**src/rtl/ctx_pkg.sv**
```systemverilog
package ctx_pkg;
  localparam int CMD_W    = 8;
  localparam int CMD_RPT  = 5;
  localparam int CMD_TRN  = 2;
  localparam int CMD_SRST = 0;

  typedef struct packed {
    logic start;
    logic halt;
    logic clr;
  } ctx_ctl_t;
endpackage

```
**src/rtl/ctx_fifo.sv**
```systemverilog
module ctx_fifo #(
  parameter int DEPTH = 32,
  parameter int WIDTH = 8,
  localparam int LVL_W = $clog2(DEPTH + 1),
  localparam int IDX_W = $clog2(DEPTH)
) (
  input  logic             clk,
  input  logic             rst_n,
  input  logic             clr,
  input  logic             lock,
  input  logic             wr_req,
  input  logic [WIDTH-1:0] wr_data,
  input  logic [IDX_W-1:0] rd_idx,
  output logic [WIDTH-1:0] rd_byte,
  output logic [LVL_W-1:0] level,
  output logic             wr_reject
);
  logic [WIDTH-1:0] mem [DEPTH];
  logic [LVL_W-1:0] level_q, level_d;
  logic             do_wr;

  // the write pointer doubles as the fill level: nothing is ever consumed
  always_comb begin
    do_wr   = wr_req && !lock && !clr && (level_q < LVL_W'(DEPTH));
    level_d = level_q;
    if (clr)        level_d = '0;
    else if (do_wr) level_d = level_q + LVL_W'(1);
  end

  always_ff @(posedge clk or negedge rst_n) begin
    if (!rst_n) level_q <= '0;
    else        level_q <= level_d;
  end

  always_ff @(posedge clk) begin
    if (do_wr) mem[level_q[IDX_W-1:0]] <= wr_data;
  end

  assign rd_byte   = mem[rd_idx];
  assign level     = level_q;
  assign wr_reject = wr_req && lock && !clr;
endmodule

```
**src/rtl/ctx_ctrl.sv**
```systemverilog
module ctx_ctrl
  import ctx_pkg::*;
(
  input  logic             clk,
  input  logic             rst_n,
  input  logic             cmd_we,
  input  logic             cmd_rpt,
  input  logic             cmd_trn,
  input  logic             cmd_srst,
  input  logic             buf_nz,
  input  logic             wr_reject,
  output logic             active,
  output ctx_ctl_t         ctl,
  output logic             err
);
  logic active_q, active_d;
  logic err_q, err_d;
  logic srst;

  always_comb begin
    srst      = cmd_we && cmd_srst;
    ctl.clr   = srst;
    ctl.start = cmd_we && !srst && !active_q && cmd_rpt && cmd_trn && buf_nz;
    ctl.halt  = active_q && (srst || (cmd_we && !cmd_rpt));

    active_d = active_q;
    if (srst || ctl.halt) active_d = 1'b0;
    else if (ctl.start)   active_d = 1'b1;

    err_d = err_q;
    if (srst)           err_d = 1'b0;
    else if (wr_reject) err_d = 1'b1;
  end

  always_ff @(posedge clk or negedge rst_n) begin
    if (!rst_n) begin
      active_q <= 1'b0;
      err_q    <= 1'b0;
    end else begin
      active_q <= active_d;
      err_q    <= err_d;
    end
  end

  assign active = active_q;
  assign err    = err_q;
endmodule

```
**src/rtl/ctx_ser.sv**
```systemverilog
module ctx_ser #(
  parameter int DEPTH = 32,
  parameter int WIDTH = 8,
  localparam int LVL_W = $clog2(DEPTH + 1),
  localparam int IDX_W = $clog2(DEPTH),
  localparam int BIT_W = $clog2(WIDTH)
) (
  input  logic             clk,
  input  logic             rst_n,
  input  logic             run,
  input  logic             start,
  input  logic             halt,
  input  logic             bit_en,
  input  logic [LVL_W-1:0] level,
  input  logic [WIDTH-1:0] rd_byte,
  output logic [IDX_W-1:0] rd_idx,
  output logic             tx_out
);
  logic [BIT_W-1:0] bit_q, bit_d;
  logic [IDX_W-1:0] byte_q, byte_d;
  logic             tx_q, tx_d;
  logic             last_bit, last_byte;

  always_comb begin
    last_bit  = (bit_q == BIT_W'(WIDTH - 1));
    last_byte = (LVL_W'(byte_q) == level - LVL_W'(1));
    bit_d  = bit_q;
    byte_d = byte_q;
    tx_d   = tx_q;
    if (start) begin
      bit_d  = '0;
      byte_d = '0;
    end
    if (!run || halt) begin
      tx_d = 1'b1;
    end else if (bit_en) begin
      tx_d = rd_byte[bit_q];
      if (last_bit) begin
        bit_d  = '0;
        byte_d = last_byte ? '0 : byte_q + IDX_W'(1);
      end else begin
        bit_d = bit_q + BIT_W'(1);
      end
    end
  end

  always_ff @(posedge clk or negedge rst_n) begin
    if (!rst_n) begin
      bit_q  <= '0;
      byte_q <= '0;
      tx_q   <= 1'b1;
    end else begin
      bit_q  <= bit_d;
      byte_q <= byte_d;
      tx_q   <= tx_d;
    end
  end

  assign rd_idx = byte_q;
  assign tx_out = tx_q;
endmodule

```
**src/rtl/cyc_tx_top.sv**
```systemverilog
module cyc_tx_top
  import ctx_pkg::*;
#(
  parameter int DEPTH = 32,
  parameter int WIDTH = 8,
  localparam int LVL_W = $clog2(DEPTH + 1),
  localparam int IDX_W = $clog2(DEPTH)
) (
  input  logic             clk,
  input  logic             rst_n,
  input  logic             wr_en,
  input  logic [WIDTH-1:0] wr_data,
  input  logic             cmd_we,
  input  logic [CMD_W-1:0] cmd_data,
  input  logic             bit_en,
  output logic             tx_out,
  output logic             busy,
  output logic             wr_err
);
  ctx_ctl_t         ctl;
  logic             active;
  logic             wr_reject;
  logic [LVL_W-1:0] level;
  logic [IDX_W-1:0] rd_idx;
  logic [WIDTH-1:0] rd_byte;
  logic             unused_cmd_bits;

  assign unused_cmd_bits = ^{cmd_data[7:6], cmd_data[4:3], cmd_data[1]};

  ctx_fifo #(.DEPTH(DEPTH), .WIDTH(WIDTH)) u_fifo (
    .clk(clk), .rst_n(rst_n), .clr(ctl.clr), .lock(active),
    .wr_req(wr_en), .wr_data(wr_data), .rd_idx(rd_idx),
    .rd_byte(rd_byte), .level(level), .wr_reject(wr_reject)
  );

  ctx_ctrl u_ctrl (
    .clk(clk), .rst_n(rst_n), .cmd_we(cmd_we),
    .cmd_rpt(cmd_data[CMD_RPT]), .cmd_trn(cmd_data[CMD_TRN]),
    .cmd_srst(cmd_data[CMD_SRST]), .buf_nz(level != '0),
    .wr_reject(wr_reject), .active(active), .ctl(ctl), .err(wr_err)
  );

  ctx_ser #(.DEPTH(DEPTH), .WIDTH(WIDTH)) u_ser (
    .clk(clk), .rst_n(rst_n), .run(active), .start(ctl.start),
    .halt(ctl.halt), .bit_en(bit_en), .level(level),
    .rd_byte(rd_byte), .rd_idx(rd_idx), .tx_out(tx_out)
  );

  assign busy = active;
endmodule

```
**config.mk**
```make
export PLATFORM = sky130hd
export DESIGN_NAME = cyc_tx_top
export DESIGN_NICKNAME = d
export VERILOG_FILES = /design/src/rtl/ctx_pkg.sv /design/src/rtl/ctx_fifo.sv /design/src/rtl/ctx_ctrl.sv /design/src/rtl/ctx_ser.sv /design/src/rtl/cyc_tx_top.sv
export SDC_FILE = /design/constraint.sdc
export NUM_CORES = 1
export LEC_CHECK = 0
export ABC_AREA = 1
export ABC_CLOCK_PERIOD_IN_PS = 3800
export BUFFER_PORTS_ARGS = -buffer_cell sky130_fd_sc_hd__buf_2
export CAP_MARGIN = 20
export CORE_ASPECT_RATIO = 0.6
export CORE_MARGIN = 8
export CORE_UTILIZATION = 45
export DETAILED_ROUTE_END_ITERATION = 10
export GPL_TIMING_DRIVEN = 0
export PLACE_DENSITY = 0.57
export SYNTH_ARGS = -nofsm -noshare
export SYNTH_HDL_FRONTEND = slang
export SYNTH_SLANG_ARGS = --single-unit
```
**constraint.sdc**
```tcl
create_clock -name clk -period 3.8 [get_ports clk]
set_input_delay 0.57 -clock clk [delete_from_list [all_inputs] [get_ports clk]]
set_output_delay 0.57 -clock clk [all_outputs]
set_load 0.1 [all_outputs]
```
==> key figures, run 1 <==
STA
  • Slew at the pin with the worst max-slew slack: 1.15 ns
  • Endpoints failing setup: 0
  • Final number of max-transition violations: 0
  • Post-route setup TNS: 0 ns
  • RSZ-0062 raised after global routing: no
  • Clock Skew: 0.0198 ns
  • Final clock period utilization by the worst path: 0.700
  • Fin crit period: 2.66 ns
  • Achievable frequency: 0.376 GHz
  • Final hold violations: 0
  • Relative slew slack: 0.228

CTS
  • Maximum level of the CTS H-tree: 1
  • Clk pin slew, worst setup/hold paths: 0.07 ns
  • Clock Path Buffers: 3
  • Clock net sink count: 273
  • Number of buffers added by the clock tree synthesis step: 26
  • Post-CTS Setup Repair Bufs: 0
  • TritonCTS clock tree: yes
  • Later-pin clock latency in the skew report: 0.55 ns
  • Count of instances resized after the clock tree is built: 0
  • Clock root cell: clkbuf_16
  • Number of buffers inserted for hold repair after clock tree synthesis: 1

Global route
  • Met3 capacity usage during global routing: 0.0934
  • Met1 routing resource usage after global routing: 0.367
  • Maximum number of pins on one net before global-route repair: 33
  • Antenna violations before repair: 0
  • GRT Residual Overflow: 0
  • Met2 Resource Use GR: 0.299
  • GRT Util Overall: 0.234
  • Wire length of the first global-routing pass: 53.3 mm
  • Number of global-route vias before repair: 7502
  • Layer with the highest usage after global routing: met1

Final layout
  • Fraction of layout cells with a size suffix above 1: 0.110
  • Area growth syn-to-layout: 11.1%
  • Count of nets after finishing: 1159
  • Antenna Diode Count: 0

Drt
  • Post-detailed-route wirelength per cell: 24.9 um
  • Number of antenna-violating nets in the routed design: 0
  • First-pass detailed-route iteration total: 5
  • Average vias per placed instance: 5.47
  • Routed Wire Length: 37.5 mm
  • Vias: 8238
  • Iteration-0 DRC Markers: 1026
  • # DRC: 0

Floorplan
  • Horizontal extent of the die: 227 um
  • Die Y: 143 um
  • Initial standard-cell utilization of the core: 0.456
  • Top Ports: 24
  • Num rows: 46
  • Die outline area: 0.0323 mm2
  • Area of the core: 0.0263 mm2

Synth
  • Leading register cell type out of synthesis: edfxtp_1
  • Compound-cell area share of the yosys netlist: 0.0516
  • Instance count of the mapped netlist: 1082
  • Sequential element share of the synthesized area: 0.676
  • XOR/XNOR share of the synthesized area: 0.00730
  • Mux cell area share after synthesis: 0
  • Most common cell in the synthesized netlist: edfxtp_1
  • Average size of a mapped cell: 11.1 um2
  • Syn Nets: 1111
  • Share of synthesized registers carrying an async set or reset: 0.0623
  • Leading post-synthesis cells by instance count: 256 x edfxtp_1, 217 x nand2_1, 176 x nand3_1
  • Combinational family with the most area after synthesis: simple AND/OR/NAND/NOR gates
  • Count of synthesis-stage warnings from yosys: 0
  • Area fraction of the dominant cell type after synthesis: 0.641
  • Simple-Gate Fraction of Synth Area: 0.187
  • Netlist Area Pre-Place: 0.0120 mm2
  • Number of synthesized flops with an enable pin: 256
  • Cell type with the highest aggregate area in the netlist: edfxtp_1
  • Top cells by area, synth: edfxtp_1 64%, nand3_1 7.3%, nand2_1 6.8%, inv_1 3.8%, nor2_1 3.4%
  • Flip-flop and latch count after synthesis: 273
  • Number of distinct standard cells referenced by the synthesized netlist: 32
  • Share of synthesized cell area in full adder, half adder and majority cells: 0.00834

Critical path
  • Critical path required time: 3.95 ns
  • Crit path DAT: 2.81 ns
  • Reg-to-reg startpoint: u_ctrl.active
  • Crit Path Max Fanout: 8
  • Type of origin of the critical path: register
  • Element type at the critical path end: register
  • Classification of the worst setup path: register to register
  • FF-to-FF path depth: 5
  • Worst reg2reg endpoint: u_fifo.mem[21][4]
  • Register-to-Register Setup Slack: 1.14 ns

Placement
  • Input/output buffers: 18
  • Detailed placer's ending HPWL: 25.8 mm
  • RD Place Congestion: 0.934

Hold path
  • Hold endpoint: u_ser.tx_out
  • HP Start: bit_en
  • Path type of the worst min-delay path: input pin to register
  • Hold Path Cell Cnt: 3

Run
  • Max-capacitance violation count: 0

Run status
  • Run status: finished, final reports clean

Power
  • Worst IR drop on VDD: 0.416 mV
  • Total power after layout: 9.68 mW
  • Power density over the cells: 726 mW/mm2
  • P_leak: 5.13 nW
## metal layers
metal,share of wire,wire length [um],vias up
li1,-,-,3769
met1,0.47,17700,4014
met2,0.38,14100,420
met3,0.14,5180,35
met4,0.012,466,0
met5,0,0,-
## power by group
part / total [mW] / switching, mW / leakage (nW) / internal [mW]
registers: 3.46 / 0.0755 / 2.53 / 3.39
clock network: 2.46 / 1.10 / 0.370 / 1.35
logic: 3.76 / 2.69 / 2.23 / 1.08
total: 9.68 / 3.87 / 5.13 / 5.82
## registers in the layout (all words and copies together), names as in the netlist
signal	cells
u_fifo.mem	256
u_fifo.level	6
u_ser.rd_idx	5
u_ser.bit_q	3
u_ctrl.active	1
u_ctrl.err	1
u_ser.tx_out	1
## cells by family (layout without fill, tap and decap cells)
kind of cell	after synthesis	after routing
AND/OR/NAND/NOR	524	524
flip-flops	273	273
buffers and inverters	180	243
AO/OA/AOI/OAI	87	87
XOR/XNOR	10	10
adder cells (fa/ha/maj)	8	8
## layout make-up
| type | count | area, um2 |
|---|---|---|
| Multi-Input combinational cell | 629 | 3050 |
| Timing Repair Buffer | 20 | 108 |
| Inverter | 124 | 465 |
| Tap cell | 360 | 450 |
| Clock buffer | 32 | 694 |
| Sequential cell | 273 | 8110 |
| Clock inverter | 11 | 77.6 |
| Fill cell | 2340 | 13000 |
| Buffer | 56 | 375 |
## how the worst max path moves through the flow
stage	to	cells past startpoint	slack [ns]	startpoint
finish	u_fifo.mem[21][4]	5	1.14	u_ctrl.active
global route	u_ser.tx_out	12	1.0	u_ser.rd_idx[0]
CTS	u_fifo.mem[8][5]	5	1.19	u_ctrl.active
detailed placement	u_fifo.mem[9][4]	6	0.86	cmd_data[0]
global placement	u_fifo.mem[7][1]	6	0.76	cmd_data[0]
floorplan	u_fifo.mem[7][0]	5	1.38	u_ctrl.active
## per-stage QoR
step	hold slack (ns)	setup slack (ns)	instance area [um2]	utilization	instances
CTS	0.234	1.19	13300	0.507	1505
detailed placement	0.484	0.859	12500	0.477	1461
finish	0.255	1.14	13300	0.507	1505
global placement	0.475	0.759	12500	0.477	1460
floorplan	0.274	1.38	12000	-	1082
global route	0.266	0.997	13300	0.507	1505
## critical path, stage by stage, from the launching register on
cell and delay, ns:
dfrtp_1 0.42, inv_1 0.09, nand4_1 0.19, inv_1 0.25, nand2_1 0.33, nor2_1 0.98
## placed cells by master (no fill, tap or decap), drive strengths merged, types with 2 or more instances in the layout
cell      synthesis  routed
or2              18      18
nor2            109     109
ha                8       8
nand3           176     176
clkinvlp          0       2
dfrtp            16      16
nand2           217     217
o211ai           31      31
o31ai             3       3
o21ai            42      42
buf              48      67
clkinv            2      10
a21oi             6       6
clkbuf            8      40
inv             122     122
o22ai             3       3
nor3              2       2
xor2              4       4
xnor2             6       6
edfxtp          256     256
Power figures use the tool's default switching activity.
==> run 2: changes to the inputs <==
Settings changed: ABC_CLOCK_PERIOD_IN_PS 3800 to 2700.
Clock period 3.8 ns to 2.7 ns, I/O delays scaled along.
==> key figures, run 2 (same netlist as run 1, synthesis figures left out) <==
STA
  • Final number of max-transition violations: 0 (unchanged)
  • Endpoints failing setup: 0 (unchanged)
  • Fin crit period: 2.68 ns (+0.0223 ns)
  • Relative slew slack: 0.206 (-0.0218)
  • Achievable frequency: 0.373 GHz (-0.83%)
  • Clock Skew: 0.0203 ns (+0.000472 ns)
  • Slew at the pin with the worst max-slew slack: 1.19 ns (+0.0326 ns)
  • Worst-case setup margin in the final layout: 0.0174 ns (-1.12 ns)
  • Worst slack on hold paths: 0.0906 ns (-0.164 ns)
  • Final clock period utilization by the worst path: 0.994 (+0.293)
  • Final hold violations: 0 (unchanged)
  • RSZ-0062 raised after global routing: yes

Hold path
  • HP Start: bit_en
  • Path type of the worst min-delay path: input pin to register

Final layout
  • Leading cell type in the layout, fill and taps excluded: edfxtp_1
  • Fillers: 2340 (unchanged)
  • Area growth syn-to-layout: 11.2% (about the same)
  • Fraction of layout cells with a size suffix above 1: 0.114 (+0.00349)
  • Largest register FFs: 256 (unchanged)
  • Count of nets after finishing: 1159 (unchanged)
  • Most frequent cells in the layout: 256 x edfxtp_1, 217 x nand2_1, 176 x nand3_1, 120 x inv_1, 105 x nor2_1
  • Area of all placed cells without fillers: 0.0133 mm2 (about the same)
  • Antenna Diode Count: 0 (unchanged)

Floorplan
  • Initial standard-cell utilization of the core: 0.456 (unchanged)
  • Top Ports: 24 (unchanged)
  • Area of the core: 0.0263 mm2 (unchanged)
  • Die Y: 143 um (unchanged)
  • Num rows: 46 (unchanged)
  • Horizontal extent of the die: 227 um (unchanged)
  • Die outline area: 0.0323 mm2 (unchanged)

Global route
  • Wire length of the first global-routing pass: 53.3 mm (unchanged)
  • Number of global-route vias before repair: 7502 (unchanged)
  • GRT Util Overall: 0.234 (unchanged)
  • Maximum number of pins on one net before global-route repair: 33 (unchanged)
  • GRT Residual Overflow: 0 (unchanged)
  • Antenna violations before repair: 0 (unchanged)

Drt
  • Vias: 8210 (-0.34%)
  • Post-detailed-route wirelength per cell: 24.8 um (-0.33%)
  • Average vias per placed instance: 5.46 (-0.34%)
  • First-pass detailed-route iteration total: 5 (unchanged)
  • Number of antenna-violating nets in the routed design: 0 (unchanged)
  • Total met2 wirelength after detailed routing: 14.0 mm (-1.2%)
  • Post-Route M1 WL: 17.9 mm (+0.91%)
  • Routed Wire Length: 37.4 mm (-0.33%)
  • Length of routed met3 wiring: 5.05 mm (-2.7%)
  • Iteration-0 DRC Markers: 1015 (-1.1%)
  • # DRC: 0 (unchanged)
  • Top metal layer carrying routed signals: met4

Power
  • P_leak: 5.13 nW (about the same)
  • Worst IR drop on VDD: 0.586 mV (+41%)
  • Power density over the cells: 1020 mW/mm2 (+41%)
  • Total power after layout: 13.6 mW (+41%)

Critical path
  • Type of origin of the critical path: register
  • Crit Path Max Fanout: 10 (+2)
  • Crit path DAT: 3.16 ns (+0.35 ns)
  • Critical path required time: 3.18 ns (-0.77 ns)
  • Classification of the worst setup path: register to register
  • Critical Path Source: u_ser.rd_idx[0]
  • Element type at the critical path end: register
  • Reg-to-reg startpoint: u_ser.rd_idx[0]

CTS
  • Number of buffers added by the clock tree synthesis step: 26 (unchanged)
  • Clock net sink count: 273 (unchanged)
  • TritonCTS clock tree: yes
  • Post-CTS Setup Repair Bufs: 0 (unchanged)
  • Maximum level of the CTS H-tree: 1 (unchanged)
  • Later-pin clock latency in the skew report: 0.55 ns (about the same)
  • Clock root cell: clkbuf_16
  • Clk pin slew, worst setup/hold paths: 0.07 ns (about the same)
  • Clock Path Buffers: 3 (unchanged)

Run status
  • Run status: finished, final reports clean

Placement
  • RD Place Congestion: 0.934 (unchanged)
  • Input/output buffers: 18 (unchanged)
  • Total cell area at the placement stage: 0.0125 mm2 (unchanged)
  • Detailed placer's ending HPWL: 25.8 mm (unchanged)
  • Worst setup timing slack at the placement stage: -0.0762 ns (-0.935 ns)

Run
  • Max-capacitance violation count: 0 (unchanged)
[run 2: power by group]
group          internal [mW]  total, mW  switching [mW]
clock                   1.90       3.45            1.55
sequential              4.77       4.87           0.106
combinational           1.51       5.29            3.78
total                   8.19       13.6            5.44
[run 2: timing repair]
action / CTS / global route
setup endpoints to repair: 0 / 35
hold buffers: 1 / 0
endpoints found under the hold margin: 16 / 0
resized for setup: 0 / 5
[run 2: worst paths after layout]
path,slack (ns),endpoint,depth (start not counted)
setup reg to reg,0.02,u_ser.tx_out,12
setup / recovery,0.02,u_ser.tx_out,12
min in group asynchronous,0.32,u_ser.rd_idx[0],2
hold / removal,0.09,u_ser.tx_out,3
hold reg to reg,0.49,u_ctrl.err,2
max in group asynchronous,2.05,u_ser.tx_out,2
[run 2: stage by stage]
step / utilization / instances / setup TNS, ns
floorplan: - / 1082 / 0
global placement: 0.477 / 1460 / -1.85
detailed placement: 0.477 / 1461 / -1.23
global route: 0.507 / 1505 / -0.710
CTS: 0.507 / 1505 / 0
finish: 0.507 / 1505 / 0
[run 2: worst max-delay path, stage by stage, from the launching register on]
cell and delay [ns]:
dfrtp_1 0.50, inv_2 0.14, clkbuf_1 0.29, o21ai_0 0.76, nand3_1 0.18, nand3_1 0.16
nand3_1 0.08, nand3_1 0.11, nand2_1 0.10, nand2_1 0.07, nand3_1 0.06, nand3_1 0.08
nand2_1 0.06
[run 2: metal layers]
layer / vias up / global-route usage
li1: 3772 / -
met1: 3981 / 0.367
met2: 417 / 0.299
met3: 40 / 0.0934
met4: 0 / 0.0305
met5: - / 0
[run 2: layout make-up]
class	instances	area, um2	share of cell area
clock inverter	11	77.6	0.00581
timing repair buffer	20	108	0.00807
inverter	124	465	0.0349
clock buffer	32	694	0.0520
multi-input combinational	629	3060	0.229
sequential	273	8110	0.608
buffer	56	375	0.0281
tap	360	450	0.0338
